$ cat src/rtl/vintc_pkg.sv
package vintc_pkg;

  // Byte offsets of the register port
  localparam logic [7:0] OFS_STATUS  = 8'h00;
  localparam logic [7:0] OFS_PENDING = 8'h04;
  localparam logic [7:0] OFS_ENABLE  = 8'h08;
  localparam logic [7:0] OFS_ACK     = 8'h0C;
  localparam logic [7:0] OFS_SETEN   = 8'h10;
  localparam logic [7:0] OFS_CLREN   = 8'h14;
  localparam logic [7:0] OFS_VECTOR  = 8'h18;
  localparam logic [7:0] OFS_MASTER  = 8'h1C;

  localparam logic [31:0] NO_VECTOR = 32'hFFFF_FFFF;

  // Write strobes from control to datapath
  typedef struct packed {
    logic wrEnable;
    logic setEnable;
    logic clrEnable;
    logic wrAck;
    logic wrMaster;
  } strobes_t;

  typedef enum logic [2:0] {
    RD_ZERO,
    RD_STATUS,
    RD_PENDING,
    RD_ENABLE,
    RD_VECTOR,
    RD_MASTER
  } rdSel_e;

endpackage

$ cat src/rtl/vintc_ctrl.sv
module vintc_ctrl
  import vintc_pkg::*;
#(
  parameter int ADDR_W = 6
) (
  input  logic [ADDR_W-1:0] busAddr,
  input  logic              busWe,
  output strobes_t          strb,
  output rdSel_e            rdSel
);

  logic       aligned;
  logic       inWindow;
  logic       mapped;
  logic [2:0] wordIdx;

  assign aligned  = (busAddr[1:0] == 2'b00);
  assign inWindow = ((busAddr >> 5) == '0);
  assign mapped   = aligned && inWindow;
  assign wordIdx  = busAddr[4:2];

  always_comb begin
    strb  = '0;
    rdSel = RD_ZERO;
    if (mapped) begin
      unique case (wordIdx)
        OFS_STATUS[4:2]:  rdSel = RD_STATUS;
        OFS_PENDING[4:2]: rdSel = RD_PENDING;
        OFS_ENABLE[4:2]: begin
          rdSel         = RD_ENABLE;
          strb.wrEnable = busWe;
        end
        OFS_ACK[4:2]:     strb.wrAck     = busWe;
        OFS_SETEN[4:2]:   strb.setEnable = busWe;
        OFS_CLREN[4:2]:   strb.clrEnable = busWe;
        OFS_VECTOR[4:2]:  rdSel = RD_VECTOR;
        OFS_MASTER[4:2]: begin
          rdSel         = RD_MASTER;
          strb.wrMaster = busWe;
        end
        default:          rdSel = RD_ZERO;
      endcase
    end
  end

endmodule

$ cat src/rtl/vintc_datapath.sv
module vintc_datapath
  import vintc_pkg::*;
#(
  parameter int          NUM_IN    = 8,
  parameter logic [31:0] EDGE_MASK = 32'hFFFF_FF30
) (
  input  logic              clk,
  input  logic              rstN,
  input  logic [NUM_IN-1:0] irqIn,
  input  logic [31:0]       busWdata,
  input  strobes_t          strb,
  input  rdSel_e            rdSel,
  output logic [31:0]       busRdata,
  output logic              irqOut,
  output logic [NUM_IN-1:0] statusQ,
  output logic [NUM_IN-1:0] enableQ,
  output logic [1:0]        masterQ
);

  localparam logic [NUM_IN-1:0] EDGE_BITS = EDGE_MASK[NUM_IN-1:0];
  localparam int               IDX_W     = (NUM_IN > 1) ? $clog2(NUM_IN) : 1;

  logic [NUM_IN-1:0] irqPrev;
  logic [NUM_IN-1:0] req;
  logic [NUM_IN-1:0] ackMask;
  logic [NUM_IN-1:0] statusD;
  logic [NUM_IN-1:0] enableD;
  logic [1:0]        masterD;
  logic [NUM_IN-1:0] pendingW;
  logic [NUM_IN-1:0] wdataN;
  logic              anyPending;
  logic [IDX_W-1:0]  lowIdx;
  logic [31:0]       vectorW;

  assign wdataN = busWdata[NUM_IN-1:0];

  generate
    if (NUM_IN < 32) begin : g_unusedData
      logic unusedHighData;
      assign unusedHighData = ^busWdata[31:NUM_IN];
    end
  endgenerate

  // Request capture: level lines while high, edge lines on a rise
  always_comb begin
    req = (irqIn & ~EDGE_BITS) | (irqIn & ~irqPrev & EDGE_BITS);
  end

  always_comb begin
    ackMask = strb.wrAck ? wdataN : '0;
    statusD = (statusQ & ~ackMask) | req;
  end

  always_comb begin
    enableD = enableQ;
    if (strb.wrEnable) begin
      enableD = wdataN;
    end else if (strb.setEnable) begin
      enableD = enableQ | wdataN;
    end else if (strb.clrEnable) begin
      enableD = enableQ & ~wdataN;
    end
  end

  assign masterD = strb.wrMaster ? busWdata[1:0] : masterQ;

  assign pendingW   = statusQ & enableQ;
  assign anyPending = |pendingW;

  // Fixed priority: lowest index wins
  always_comb begin
    lowIdx = '0;
    for (int i = NUM_IN - 1; i >= 0; i--) begin
      if (pendingW[i]) begin
        lowIdx = IDX_W'(i);
      end
    end
  end

  assign vectorW = anyPending ? 32'(lowIdx) : NO_VECTOR;

  always_ff @(posedge clk) begin
    if (!rstN) begin
      irqPrev <= '0;
      statusQ <= '0;
      enableQ <= '0;
      masterQ <= '0;
      irqOut  <= 1'b0;
    end else begin
      irqPrev <= irqIn & EDGE_BITS;
      statusQ <= statusD;
      enableQ <= enableD;
      masterQ <= masterD;
      irqOut  <= (&masterQ) && anyPending;
    end
  end

  always_comb begin
    unique case (rdSel)
      RD_STATUS:  busRdata = 32'(statusQ);
      RD_PENDING: busRdata = 32'(pendingW);
      RD_ENABLE:  busRdata = 32'(enableQ);
      RD_VECTOR:  busRdata = vectorW;
      RD_MASTER:  busRdata = 32'(masterQ);
      default:    busRdata = '0;
    endcase
  end

endmodule

$ cat src/rtl/vec_intc.sv
module vec_intc
  import vintc_pkg::*;
#(
  parameter int          NUM_IN    = 8,
  parameter logic [31:0] EDGE_MASK = 32'hFFFF_FF30,
  parameter int          ADDR_W    = 6
) (
  input  logic              clk,
  input  logic              rstN,
  input  logic [NUM_IN-1:0] irqIn,
  input  logic [ADDR_W-1:0] busAddr,
  input  logic              busWe,
  input  logic [31:0]       busWdata,
  output logic [31:0]       busRdata,
  output logic              irqOut
);

  strobes_t          strb;
  rdSel_e            rdSel;
  logic [NUM_IN-1:0] statusQ;
  logic [NUM_IN-1:0] enableQ;
  logic [1:0]        masterQ;

  vintc_ctrl #(.ADDR_W(ADDR_W)) u_ctrl (
    .busAddr (busAddr),
    .busWe   (busWe),
    .strb    (strb),
    .rdSel   (rdSel)
  );

  vintc_datapath #(.NUM_IN(NUM_IN), .EDGE_MASK(EDGE_MASK)) u_dp (
    .clk      (clk),
    .rstN     (rstN),
    .irqIn    (irqIn),
    .busWdata (busWdata),
    .strb     (strb),
    .rdSel    (rdSel),
    .busRdata (busRdata),
    .irqOut   (irqOut),
    .statusQ  (statusQ),
    .enableQ  (enableQ),
    .masterQ  (masterQ)
  );

endmodule

$ cat config.mk
export PLATFORM = sky130hd
export DESIGN_NAME = vec_intc
export DESIGN_NICKNAME = d
export VERILOG_FILES = /design/src/rtl/vintc_pkg.sv /design/src/rtl/vintc_ctrl.sv /design/src/rtl/vintc_datapath.sv /design/src/rtl/vec_intc.sv
export SDC_FILE = /design/constraint.sdc
export NUM_CORES = 1
export LEC_CHECK = 0
export CAP_MARGIN = 10
export CORE_MARGIN = 5
export CORE_UTILIZATION = 38
export DETAILED_ROUTE_END_ITERATION = 7
export PLACE_DENSITY = 0.88
export SYNTH_ARGS = -nofsm -noshare
export SYNTH_HDL_FRONTEND = slang
export SYNTH_SLANG_ARGS = --single-unit
export TNS_END_PERCENT = 1
$ cat constraint.sdc
create_clock -name clk -period 3.13 [get_ports clk]
set_clock_uncertainty 0.05 [all_clocks]
set_input_delay 0.626 -clock clk [delete_from_list [all_inputs] [get_ports clk]]
set_output_delay 0.626 -clock clk [all_outputs]
set_load 0.02 [all_outputs]
; After elaboration in Yosys (flattened, before gate mapping)
; Index checks and enable logic that the tools add are counted.
[word_totals]
register_bits = 21
latch_bits = 0
mem_bits_rw = 0
romBits = 0
in_bits = 49
out_inout_bits = 33
elab_cells = 57
n_memories = 0
[op_classes]
n_addsub = 0
mul = 0
div = 0
magnitude_cmp = 0
eq_ne = 12
shifts = 0
mux = 22
n_bitwise = 10
n_reduce_logical = 8
[ops]
columns = operator, count
row1 = $pmux W32 S5, 1
row2 = $mux W32, 1
row3 = $mux W8, 4
row4 = $mux W3, 9
row5 = $and A8 B8 Y8, 3
row6 = $eq A3 B3 Y1 const B, 6
row7 = $not A8 Y8, 2
row8 = $or A8 B8 Y8, 2
row9 = $pmux W3 S5, 1
row10 = $eq A3 B2 Y1 const B, 4
row11 = $or A8 B6 Y8, 1
row12 = $reduce_or A8 Y1, 1
row13 = $and A6 B6 Y6, 1
row14 = $eq A3 B1 Y1 const B, 2
row15 = $logic_not A6 Y1, 1
row16 = $not A6 Y6, 1
row17 = $mux W1, 5
row18 = $mux W5, 1
row19 = $logic_not A3 Y1, 1
row20 = $reduce_bool A3 Y1, 1
row21 = $logic_and A1 B1 Y1, 2
row22 = $logic_not A2 Y1, 1
row23 = $reduce_and A2 Y1, 1

; Depth between registers and ports, before layout
[depth]
ltp_word = 11
depth_mapped = 6

; By module
; Synthesis repeated with hierarchy kept, for this count alone.
[unflattened]
hier_cells = 180
hier_area_um2 = 1448.9
[by_module_without_submodules]
columns = module, instances, cells_per_inst, area_per_inst_um2, seq_area_each_um2
row1 = vintc_datapath, 1, 163, 1333.8, 420.4
row2 = vintc_ctrl, 1, 17, 115.1, 0.0

; Least setup slack after synthesis
; Ideal clock, no wire load.
[synth_path]
path_type = input -> output
startpoint = input busAddr[1]
endpoint = output busRdata[10]
t_arrival_ps = 2202
required_time_ps = 2454
path_slack_ps = 252
cell_stages = 5
n_path_buf = 1
cell_sequence = nor4b_1 > and3b_1 > nand2_1 > inv_1 > buf_4
[synth_between]
elab_chain_len = 5
[synth_lines]
columns = item, line_no
row1 = start: declaration, vec_intc.sv:11  ; input logic [ADDR_W-1:0] busAddr,
row2 = $logic_not A2 Y1 *, vintc_ctrl.sv:17  ; assign aligned = (busAddr[1:0] == 2'b00);
row3 = $logic_and A1 B1 Y1 *, vintc_ctrl.sv:19  ; assign mapped = aligned && inWindow;
row4 = $mux W3 *, vintc_ctrl.sv:25  ; if (mapped) begin
row5 = $eq A3 B3 Y1 (tied with other cells), vintc_datapath.sv:99  ; unique case (rdSel)
row6 = $pmux W32 S5 *, vintc_datapath.sv:99
row7 = end: declaration, vec_intc.sv:14  ; output logic [31:0] busRdata,
; Every way passes the cells marked *; elsewhere a longest branch is shown, timed or not.

; Worst setup path after layout
[layout_path]
startpoint = input busAddr[1]
endpoint = output busRdata[7]
; The elaborated chain is that of the path after synthesis.

==> out/qor.yml <==
drt_iter0_drc: 70
hpwl_microns: 2860
hold_slack_ns: 0.419
synth_area_sq_um: 1380
synth_seq_cells: 21
die_w_microns: 70.3
grt_pass1_vias: 1298
dp_slack_ns: -0.348
worstPathArrival_ns: 2.39
cpMaxStageDelayCell: "or4_1"
hold_path.class: "register to register"
setup_violations: 0
cts_buffers: 3
grt_overflow: 0
max-cap-violations: 0
wl_met2_microns: 1800
timing.slew.headroom_pct: 55.0
synth_warnings: 0
die_area_sq_um: 4950
p_per_area_nw_per_um2: 295
place_congestion: 0.884
grtUsageTotal_pct: 14.8
synth_edf_count: 0
min_delay_path_depth: 2
regToRegStartpoint: "u_dp.statusQ[1]"
required_ns: 2.45
core_sq_um: 3610
critPathMaxStageDelay_ns: 0.59
reg2reg_slack_ns: 2.00
synth_ff_type: "dfxtp_1"
wire_per_inst_microns: 14.6
yosys.area.top_type: "dfxtp_1"
status: "completed"
drc_errors: 0
syn_nets: 220
cp-startpoint: "busAddr[1]"
die_h_microns: 70.3
cp_num_buf_inv: 3
path_clk_slew_ns: 0.07
clockBufferDepth: 2
wl_met3_microns: 357
synth-seq-area-share_pct: 30.4
worstSetupEndpointType: "primary output"
hp-start: "u_dp.masterQ[1]"
viasPerCell: 5.40
fin_crit_sh_pct: 97.9
critPathKind: "primary input to primary output"
num_vias: 1432
reg2reg_depth: 3
ys_top_cells_by_area: "dfxtp_1 30%, buf_4 12%, a22oi_1 6.5%"
period_needed_ns: 3.07
rr_endpoint: "u_dp.irqOut"
root_buffer: "clkbuf_8"
timing.fmax_mhz: 326
critPathCapture: "busRdata[7]"
path_delay_family: "buffers and inverters"
num_rows: 22
setup_ws_ns: 0.0644
path_depth: 5
final_nets: 267
antenna_cells: 0
antenna_found_initial: 0
slew_violations: 0
cts_tree: "done"
grt_pass1_wl_microns: 6010
synth_top_area_share_pct: 30.4
power.leakage_uw: 0.000811
first_pass_iters: 4
cts_hold_buffers: 0
num_io_pins: 82
drtAntennaViolNets: 0
path_cells: "clkdlybuf4s50_1 -> or4_1 -> buf_4 -> o21ai_0 -> dlygate4sd2_1"
port_buffers: 57
ys_types: 33
final_layout_size_suffix_gt1_share_pct: 13.8
hold_viol: 0
grt_max_degree: 25
synth_cells: 171
cts_max_level: 1
startpoint_type: "primary input"
avgSynthCellArea_sq_um: 8.09
async_flop_share_pct: 0
peakVddDrop_mv: 0.222
tightest_slew_ns: 0.673
finalWirelength_microns: 3860
clk_latency_ns: 0.26
cts.sinks: 21
critPathMaxFanout: 8
start_util_pct: 38.4
rsz0062_at_grt: "true"
met1_length_microns: 1630
highest_layer: "met4"
area_growth_pct: 40.4
==> cell type report <==
cell class / instances / area [sq um]
clock buffer: 4 / 45.0
fill: 369 / 1660
inverter: 9 / 33.8
multi-input combinational: 110 / 738
sequential: 21 / 420
tap: 48 / 60.1
timing repair buffer: 73 / 646
==> cells in the mapped netlist, types with 2 or more instances <==
cell	n
a32o_1	2
nand4_1	2
o21a_1	8
a32oi_1	8
nor3_2	2
a22oi_1	12
a21oi_1	8
nand2b_1	2
nor2b_1	13
nor4b_1	3
nand3_1	10
nor2_1	2
and4_1	2
o21ai_0	12
inv_1	9
and2_1	2
mux2i_1	2
clkbuf_1	6
buf_4	23
o211ai_1	3
dfxtp_1	21
nand2_1	8
==> cells in the final DEF (no fill, tap or decap), types with 8 or more instances in the layout <==
cell type and count:
a32oi_1 8, nand3_1 10, clkdlybuf4s50_1 25, a22oi_1 12, a21oi_1 8, buf_4 15, dfxtp_1 21, o21ai_0 12
o21a_1 8, nand2_1 8, inv_1 9, dlygate4sd2_1 22, nor2b_1 13
==> metrics by stage <==
step	cell area [sq um]	util, %	power [uW]	cells	TNS, ns
finish	1940	53.9	573	265	0
global route	1940	53.9	597	265	-0.0465
CTS	1950	54.2	576	265	0
detailed placement	1940	53.9	405	261	-7.42
global placement	1940	53.9	402	261	-7.53
floorplan	1380	-	343	171	0
==> cell families after synthesis <==
group / synth area share, %
AOI/OAI and AO/OA: 28.2
xor gates and xnor gates: 0.633
buffers and inverters: 17.2
DFF: 30.4
muxes: 1.45
and+or+nand+nor: 22.2
==> worst min-delay path by stage <==
stage                     slack [ns]          end
after global routing            0.44  u_dp.irqOut
after global placement          0.42  u_dp.irqOut
after CTS                       0.42  u_dp.irqOut
after detailed placement        0.41  u_dp.irqOut
after floorplan                 0.38  u_dp.irqOut
final                           0.42  u_dp.irqOut
==> where the power goes <==
group / switching, uW / internal, uW
sequential: 9.87 / 277
combinational: 50.5 / 60.0
clock: 84.8 / 90.6
total: 145 / 428
==> routing by layer <==
layer | GRT usage, % | vias up
li1 | - | 698
met1 | 18.9 | 640
met2 | 24.2 | 81
met3 | 2.88 | 13
met4 | 5.74 | 0
met5 | 0 | -
==> repair_timing <==
item | 4_1_cts | 5_1_grt
buffers inserted | 0 | 0
setup endpoints to repair | 32 | 32
resized for setup | 37 | 18
==> worst reg2reg max path, delay by kind of cell, from the launching register on <==
family | cells | cell delay [ns]
AND/OR/NAND/NOR | 2 | 0.35
AO/OA/AOI/OAI | 1 | 0.29
flip-flops | 1 | 0.34
Note: power is estimated with default switching activity, not from simulation.
